## config.mk

```make
export PLATFORM = sky130hd
export DESIGN_NAME = lpwr_wake_ctrl
export DESIGN_NICKNAME = d
export VERILOG_FILES = /design/src/rtl/lpwr_wake_pkg.sv /design/src/rtl/lpwr_sync.sv /design/src/rtl/lpwr_stab_timer.sv /design/src/rtl/lpwr_outcome.sv /design/src/rtl/lpwr_wake_ctrl.sv
export SDC_FILE = /design/constraint.sdc
export NUM_CORES = 1
export LEC_CHECK = 0
export ABC_AREA = 1
export BUFFER_PORTS_ARGS = -buffer_cell sky130_fd_sc_hd__buf_4
export CAP_MARGIN = 25
export CORE_ASPECT_RATIO = 1.1
export CORE_MARGIN = 4
export CORE_UTILIZATION = 35
export DETAILED_ROUTE_END_ITERATION = 8
export GPL_ROUTABILITY_DRIVEN = 1
export SLEW_MARGIN = 5
export SYNTH_ARGS = -nofsm -noshare
export SYNTH_HDL_FRONTEND = slang
export SYNTH_SLANG_ARGS = --single-unit
```

## constraint.sdc

```tcl
create_clock -name clk -period 4.1 [get_ports clk]
set_input_delay 1.23 -clock clk [delete_from_list [all_inputs] [get_ports clk]]
set_output_delay 1.23 -clock clk [all_outputs]
set_load 0.02 [all_outputs]
```

## src/rtl/lpwr_wake_pkg.sv

```systemverilog
package lpwr_wake_pkg;

    typedef enum logic [1:0] {
        ST_IDLE      = 2'd0,
        ST_STOPPED   = 2'd1,
        ST_STABILIZE = 2'd2,
        ST_RUN       = 2'd3
    } wake_state_e;

    localparam logic [1:0] MODE_RC_STOP = 2'b01;

    typedef struct packed {
        wake_state_e state;
        logic        cause_wdt;
        logic        vec;
        logic        rst;
        logic        res;
    } wake_regs_t;

endpackage

```

## src/rtl/lpwr_sync.sv

```systemverilog
module lpwr_sync #(
    parameter int STAGES = 2
) (
    input  logic clk,
    input  logic rst_n,
    input  logic async_i,
    output logic sync_o
);
    logic [STAGES-1:0] chain_d, chain_q;

    always_comb begin
        chain_d = {chain_q[STAGES-2:0], async_i};
    end

    always_ff @(posedge clk or negedge rst_n) begin
        if (!rst_n) chain_q <= '0;
        else        chain_q <= chain_d;
    end

    assign sync_o = chain_q[STAGES-1];
endmodule

```

## src/rtl/lpwr_stab_timer.sv

```systemverilog
module lpwr_stab_timer #(
    parameter int STAB_W    = 8,
    parameter int DIV_SEL_W = 2
) (
    input  logic                 clk,
    input  logic                 rst_n,
    input  logic                 clear_i,
    input  logic                 run_i,
    input  logic [DIV_SEL_W-1:0] div_sel_i,
    output logic [STAB_W-1:0]    count_o,
    output logic                 done_o
);
    localparam int PRE_W = (1 << DIV_SEL_W) - 1;
    localparam logic [STAB_W-1:0] TOP = '1;

    typedef struct packed {
        logic [PRE_W-1:0]  pre;
        logic [STAB_W-1:0] cnt;
    } timer_regs_t;

    timer_regs_t      t_d, t_q;
    logic [PRE_W-1:0] mask;
    logic             tick;

    always_comb begin
        for (int i = 0; i < PRE_W; i++) begin
            mask[i] = (i < int'(div_sel_i));
        end
    end

    assign tick   = run_i && ((t_q.pre & mask) == mask);
    assign done_o = tick && (t_q.cnt == TOP);

    always_comb begin
        t_d = t_q;
        if (clear_i) begin
            t_d.pre = '0;
            t_d.cnt = '0;
        end else if (run_i) begin
            t_d.pre = t_q.pre + PRE_W'(1);
            if (tick && !done_o) t_d.cnt = t_q.cnt + STAB_W'(1);
        end
    end

    always_ff @(posedge clk or negedge rst_n) begin
        if (!rst_n) t_q <= '0;
        else        t_q <= t_d;
    end

    assign count_o = t_q.cnt;
endmodule

```

## src/rtl/lpwr_outcome.sv

```systemverilog
module lpwr_outcome (
    input  logic cause_wdt_i,
    input  logic irq_enable_i,
    input  logic wdt_rst_en_i,
    input  logic wdt_irq_en_i,
    output logic vec_o,
    output logic rst_o,
    output logic res_o
);
    always_comb begin
        vec_o = 1'b0;
        rst_o = 1'b0;
        res_o = 1'b0;
        if (cause_wdt_i && irq_enable_i && wdt_rst_en_i)      rst_o = 1'b1;
        else if (cause_wdt_i && irq_enable_i && wdt_irq_en_i) vec_o = 1'b1;
        else                                                  res_o = 1'b1;
    end
endmodule

```

## src/rtl/lpwr_wake_ctrl.sv

```systemverilog
module lpwr_wake_ctrl
    import lpwr_wake_pkg::*;
#(
    parameter int STAB_W    = 8,
    parameter int DIV_SEL_W = 2,
    parameter int SYNC_STG  = 2
) (
    input  logic                 clk,
    input  logic                 rst_n,
    input  logic                 stop_req,
    input  logic [1:0]           mode_sel,
    input  logic                 irq_enable,
    input  logic                 wdt_rst_en,
    input  logic                 wdt_irq_en,
    input  logic                 ext_irq,
    input  logic                 wdt_timeout,
    input  logic [DIV_SEL_W-1:0] div_sel,
    output logic                 main_osc_en,
    output logic                 rc_osc_en,
    output logic                 cpu_clk_en,
    output logic                 vector_wdt,
    output logic                 int_reset,
    output logic                 resume_next,
    output logic [1:0]           state_o,
    output logic [STAB_W-1:0]    stab_count_o
);
    wake_regs_t r_d, r_q;
    logic       ext_sync;
    logic       stab_done;
    logic       oc_vec, oc_rst, oc_res;
    logic       wake_cause_wdt;

    lpwr_sync #(.STAGES(SYNC_STG)) u_sync (
        .clk     (clk),
        .rst_n   (rst_n),
        .async_i (ext_irq),
        .sync_o  (ext_sync)
    );

    lpwr_stab_timer #(.STAB_W(STAB_W), .DIV_SEL_W(DIV_SEL_W)) u_timer (
        .clk       (clk),
        .rst_n     (rst_n),
        .clear_i   (r_q.state != ST_STABILIZE),
        .run_i     (r_q.state == ST_STABILIZE),
        .div_sel_i (div_sel),
        .count_o   (stab_count_o),
        .done_o    (stab_done)
    );

    lpwr_outcome u_outcome (
        .cause_wdt_i  (r_q.cause_wdt),
        .irq_enable_i (irq_enable),
        .wdt_rst_en_i (wdt_rst_en),
        .wdt_irq_en_i (wdt_irq_en),
        .vec_o        (oc_vec),
        .rst_o        (oc_rst),
        .res_o        (oc_res)
    );

    assign wake_cause_wdt = wdt_timeout;

    always_comb begin
        r_d     = r_q;
        r_d.vec = 1'b0;
        r_d.rst = 1'b0;
        r_d.res = 1'b0;
        unique case (r_q.state)
            ST_IDLE: begin
                if (stop_req && (mode_sel == MODE_RC_STOP)) r_d.state = ST_STOPPED;
            end
            ST_STOPPED: begin
                if (wdt_timeout || ext_sync) begin
                    r_d.state     = ST_STABILIZE;
                    r_d.cause_wdt = wake_cause_wdt;
                end
            end
            ST_STABILIZE: begin
                if (stab_done) begin
                    r_d.state = ST_RUN;
                    r_d.vec   = oc_vec;
                    r_d.rst   = oc_rst;
                    r_d.res   = oc_res;
                end
            end
            ST_RUN: begin
                r_d.state     = ST_IDLE;
                r_d.cause_wdt = 1'b0;
            end
            default: r_d.state = ST_IDLE;
        endcase
    end

    always_ff @(posedge clk or negedge rst_n) begin
        if (!rst_n) r_q <= '{state: ST_IDLE, cause_wdt: 1'b0, vec: 1'b0, rst: 1'b0, res: 1'b0};
        else        r_q <= r_d;
    end

    assign main_osc_en = (r_q.state != ST_STOPPED);
    assign rc_osc_en   = 1'b1;
    assign cpu_clk_en  = (r_q.state == ST_IDLE) || (r_q.state == ST_RUN);
    assign vector_wdt  = r_q.vec;
    assign int_reset   = r_q.rst;
    assign resume_next = r_q.res;
    assign state_o     = r_q.state;
endmodule

```

==> flow_metrics.py, run 1 <==
metrics = {
    "status": {
        "status": "completed",
    },
    "cells_and_area": {
        "postLayoutCoreUtil": 0.428,
        "finalInstanceArea_um2": 1290,
        "syn_to_final_growth_pct": 17.5,
        "antenna_cells": 0,
        "drive_gt1_frac": 0.245,
        "nNetsFinal": 175,
        "layoutNonFillerInstCount": 189,
        "mostFrequentLayoutCell": "nand2_1",
        "final_cell_mix": "37 x nand2_1, 26 x buf_4, 19 x dfrtp_1, 14 x inv_1, 14 x nand3_1",
    },
    "clock_network": {
        "cts_hold_buffers": 0,
        "worst_skew_pair.late_latency_ns": 0.31,
        "clock-sinks": 19,
        "post_cts_buffers": 0,
        "htree_levels": 1,
        "clkTransAtPathRegs_ns": 0.12,
        "ctsResizeCount": 0,
        "numCtsBuffers": 3,
        "cts_tree": "done",
        "clk_path_buf_depth": 2,
        "root_buffer": "clkbuf_4",
    },
    "placement": {
        "gp_congestion": 0.772,
        "dpl.cell_count": 185,
        "place_area_um2": 1260,
        "dp_hpwl_um": 1670,
        "port_buffers": 26,
        "preCtsSetupSlack_ns": 1.86,
    },
    "floorplanning": {
        "initial_utilization": 0.364,
        "fp.dieW_um": 61.5,
        "dieHeight_um": 66.8,
        "coreArea_um2": 3020,
        "pin_count": 28,
        "fp.dieArea_um2": 4110,
        "rows": 21,
    },
    "sta": {
        "drv_slew": 0,
        "finalClockSkew_ns": 0.0105,
        "fin_crit_ns": 2.60,
        "setup_viol": 0,
        "setup-tns-final_ns": 0,
        "postLayoutSetupSlackWorst_ns": 1.50,
        "final_hold_viol_count": 0,
        "holdWs_ns": 0.369,
        "fmax_mhz": 385,
        "finalCritPeriodShare": 0.634,
        "grt_setup_unrepaired": "false",
    },
    "yosys": {
        "synth_area_um2": 1100,
        "synthCells": 135,
        "yosysUniqueCellTypes": 24,
        "avgSynthCellArea_um2": 8.16,
        "seq_area_frac_synth": 0.432,
        "yosysWarnings": 0,
        "synth-seq-cells": 19,
        "synth_nets": 154,
    },
    "drt": {
        "drc": 0,
        "ant_nets": 0,
        "vias_per_cell": 4.74,
        "drt-total-wl_um": 2090,
        "initialDrtViolationCount": 45,
        "routedWlPerCell_um": 11.0,
        "vias": 895,
        "first_pass_iters": 4,
    },
    "grt": {
        "grt_max_degree": 20,
        "grt_usage": 0.116,
        "grt_pass1_wl_um": 3590,
        "antenna_found_initial": 0,
        "grt_pass1_vias": 872,
        "grt_overflow": 0,
    },
    "setup_path": {
        "worstPathRequired_ns": 2.87,
        "worstPathArrival_ns": 1.37,
        "cp-end-kind": "output pin",
        "critPathLaunchType": "register",
        "worstPathMaxFanout": 5,
        "crit_type": "register to output pin",
    },
    "pwr": {
        "p_per_area_nw_per_um2": 479,
        "power.leakage_nw": 0.709,
        "max-vdd-ir-drop_mv": 0.391,
        "report.power.total_uw": 620,
    },
    "run": {
        "maxCapViolCount": 0,
    },
    "worst_hold_path": {
        "worstHoldPathType": "register to register",
    },
}
==> kinds of logic after synthesis <==
kind of cell             synth area share
adder cells (fa/ha/maj)            0.0795
XOR/XNOR                           0.0159
AO/OA/AOI/OAI                      0.0693
buffers and inverters               0.125
AND/OR/NAND/NOR                     0.275
other                             0.00341
flip-flops                          0.432
==> final cells by class <==
cell class,count,area [um2]
well taps,34,42.5
inverters,16,62.6
clock buffers,3,22.5
clock inverters,1,7.51
fillers,317,1730
flip-flops and latches,19,475
multi-input cells,90,488
repair buffers,26,195
==> critical path, cell delays in order, from the launching register on <==
cell	delay, ns
dfrtp_1	0.44
inv_1	0.11
ha_1	0.32
inv_1	0.06
buf_4	0.13
==> power by group <==
part	switching [mW]	internal, mW	total, mW
clock network	0.0630	0.0372	0.100
registers	0.0290	0.214	0.243
logic	0.170	0.106	0.277
total	0.262	0.357	0.620
==> metal layers <==
metal | part of all wire | track usage | vias up
met5 | 0 | 0 | -
met3 | 0.084 | 0.0465 | 2
met4 | 0.0053 | 0.0345 | 0
met1 | 0.41 | 0.132 | 413
met2 | 0.50 | 0.196 | 24
li1 | - | - | 456
==> synth_stat cells, drive strengths merged <==
cell type	number	area, um2
o21bai	1	7.51
o21ai	8	40.0
inv	16	62.6
ha	7	87.6
a21o	1	7.51
dfrtp	19	475
xor2	2	17.5
nand4	1	6.26
nor3	2	10.0
nor2	9	41.3
a21oi	2	21.3
nand3	15	80.1
nand3b	1	7.51
buf	10	75.1
or2	1	6.26
nand2	39	151
conb	1	3.75
==> sequential cells by signal, indices dropped and copies added (netlist names) <==
signal	flops
u_timer.t_q	3
state_o	2
u_timer.count_o	8
int_reset	1
vector_wdt	1
u_sync.chain_q	2
r_q	1
resume_next	1
==> final timing paths <==
| check | from | end | slack, ns | depth (start not counted) |
|---|---|---|---|---|
| setup / recovery | state_o[0] | cpu_clk_en | 1.50 | 4 |
| hold / removal | u_sync.chain_q[0] | u_sync.chain_q[1] | 0.37 | 0 |
| setup reg to reg | state_o[0] | u_timer.count_o[0] | 2.34 | 9 |
| hold reg to reg | u_sync.chain_q[0] | u_sync.chain_q[1] | 0.37 | 0 |
| max in group asynchronous | rst_n | u_timer.count_o[3] | 3.12 | 1 |
| min in group asynchronous | rst_n | u_timer.t_q[10] | 0.77 | 1 |
Power figures use the tool's default switching activity.
==> run 2, diff against run 1 <==
Clock period 4.1 ns to 2.43 ns, I/O delays scaled along.
==> run 2 against run 1 <==
Net effect:
- first-iteration DRC count is 69% higher
- sequential share of layout area grew 0.071 points
- cell area decreased by 0.19%
- combinational power grew 66%
- critical path type unchanged
- largest cell class unchanged
- largest power group unchanged
- highest routed layer is now met3
==> flow_metrics.py, run 2 (synthesis results as in run 1) <==
metrics = {
    "status": {
        "status": "completed",
    },
    "placement": {
        "place_area_um2": 1260,
        "preCtsSetupSlack_ns": 0.699,
        "gp_congestion": 0.777,
        "dp_hpwl_um": 1690,
        "port_buffers": 26,
    },
    "cells_and_area": {
        "final_cell_mix": "37 x nand2_1, 26 x buf_4, 19 x dfrtp_1, 14 x inv_1, 14 x nand3_1",
        "antenna_cells": 0,
        "syn_to_final_growth_pct": 17.3,
        "fillers": 301,
        "seq_area_um2": 475,
        "drive_gt1_frac": 0.245,
        "finalInstanceArea_um2": 1290,
        "nNetsFinal": 175,
        "multi_input_area_um2": 488,
        "largest_reg_flops": 8,
        "mostFrequentLayoutCell": "nand2_1",
    },
    "pwr": {
        "seqPwrFrac": 0.399,
        "max-vdd-ir-drop_mv": 0.509,
        "p_per_area_nw_per_um2": 795,
        "power.leakage_nw": 0.713,
        "report.power.total_mw": 1.03,
        "switching_power_uw": 425,
        "p_int_uw": 602,
        "sw_frac_of_total": 0.414,
        "power_frac_comb": 0.448,
        "power_frac_clock": 0.152,
    },
    "sta": {
        "grt_setup_unrepaired": "false",
        "finalCritPeriodShare": 0.848,
        "drv_slew": 0,
        "fin_crit_ns": 2.06,
        "final_hold_viol_count": 0,
        "setup-tns-final_ns": 0,
        "finalClockSkew_ns": 0.00206,
        "setup_viol": 0,
        "fmax_mhz": 485,
        "postLayoutSetupSlackWorst_ns": 0.369,
    },
    "clock_network": {
        "ctsResizeCount": 0,
        "root_buffer": "clkbuf_4",
        "worst_skew_pair.late_latency_ns": 0.29,
        "htree_levels": 1,
        "clock-sinks": 19,
        "numCtsBuffers": 3,
        "clk_path_buf_depth": 2,
        "clkTransAtPathRegs_ns": 0.11,
        "cts_tree": "done",
        "cts_hold_buffers": 0,
        "post_cts_buffers": 0,
    },
    "setup_path": {
        "cp-end-kind": "output pin",
        "crit_type": "register to output pin",
        "worstPathRequired_ns": 1.70,
        "crit_slowest_cell": "dfrtp_1",
        "crit_chain": "inv_1 > ha_1 > inv_1 > buf_4",
        "critPathLaunchType": "register",
        "max_stage_delay_ns": 0.43,
        "crit_path_frequent_cell": "inv_1",
        "reg2reg_slack_ns": 0.73,
        "worstPathArrival_ns": 1.33,
        "r2r_cells": 9,
        "reg2reg_from": "state_o[0]",
        "rr_endpoint": "u_timer.count_o[4]",
        "worstPathMaxFanout": 5,
        "crit_path_start": "state_o[0]",
    },
    "grt": {
        "antenna_found_initial": 0,
        "grt_pass1_wl_um": 3440,
        "grt_max_degree": 20,
        "grt_overflow": 0,
        "grt_pass1_vias": 848,
        "grt_usage": 0.110,
    },
    "floorplanning": {
        "coreArea_um2": 3020,
        "rows": 21,
        "initial_utilization": 0.364,
        "pin_count": 28,
        "dieHeight_um": 66.8,
        "fp.dieW_um": 61.5,
        "fp.dieArea_um2": 4110,
    },
    "drt": {
        "wl_met1_um": 873,
        "vias_per_cell": 4.79,
        "ant_nets": 0,
        "routedWlPerCell_um": 10.9,
        "wl_met2_um": 1030,
        "wl_met3_um": 163,
        "vias": 906,
        "drc": 0,
        "initialDrtViolationCount": 76,
        "highest_layer": "met3",
        "drt-total-wl_um": 2060,
        "first_pass_iters": 4,
    },
    "worst_hold_path": {
        "worstHoldPathType": "primary input to asynchronous set/reset pin",
    },
    "run": {
        "maxCapViolCount": 0,
    },
}
-- run 2: changes by cell type in the layout (fill, tap and decap cells not counted), sizes merged --
cell and delta:
clkinv +1, clkinvlp -1
-- run 2: final cells by class --
class | count | area share
sequential | 19 | 0.368
multi-input combinational | 90 | 0.378
timing repair buffer | 26 | 0.151
clock buffer | 3 | 0.0174
clock inverter | 1 | 0.00388
inverter | 16 | 0.0484
tap | 34 | 0.0329
-- run 2: power groups by stage --
stage / combinational (mW) / clock (mW) / sequential (mW)
CTS: 0.467 / 0.166 / 0.411
detailed placement: 0.464 / 0 / 0.417
floorplan: 0.302 / 0 / 0.426
finish: 0.460 / 0.156 / 0.410
global route: 0.520 / 0.182 / 0.423
global placement: 0.454 / 0 / 0.414
-- run 2: worst max-delay path: cells and delay by family (launching register included) --
| kind | cells | cell delay [ns] |
|---|---|---|
| DFF | 1 | 0.43 |
| buffers and inverters | 3 | 0.29 |
| adders and majority gates | 1 | 0.32 |
-- run 2: per-layer routing --
metal | vias up | global-route usage
met3 | 0 | 0.0349
met2 | 35 | 0.183
met4 | 0 | 0.0239
li1 | 455 | -
met1 | 416 | 0.139
met5 | - | 0
-- run 2: per-stage QoR --
| stage | hold WS, ns | util | cells |
|---|---|---|---|
| 2_1_floorplan | 0.331 | - | 135 |
| 5_1_grt | 0.266 | 0.427 | 189 |
| 4_1_cts | 0.276 | 0.427 | 189 |
| 3_5_place_dp | 0.343 | 0.418 | 185 |
| 6_report | 0.285 | 0.427 | 189 |
| 3_3_place_gp | 0.340 | 0.418 | 185 |
-- run 2: worst max-delay path by stage --
stage | endpoint | slack, ns | cells after the start
finish | cpu_clk_en | 0.37 | 4
global route | cpu_clk_en | 0.25 | 4
global placement | cpu_clk_en | 0.73 | 4
CTS | cpu_clk_en | 0.34 | 4
floorplan | cpu_clk_en | 0.64 | 3
detailed placement | cpu_clk_en | 0.70 | 4
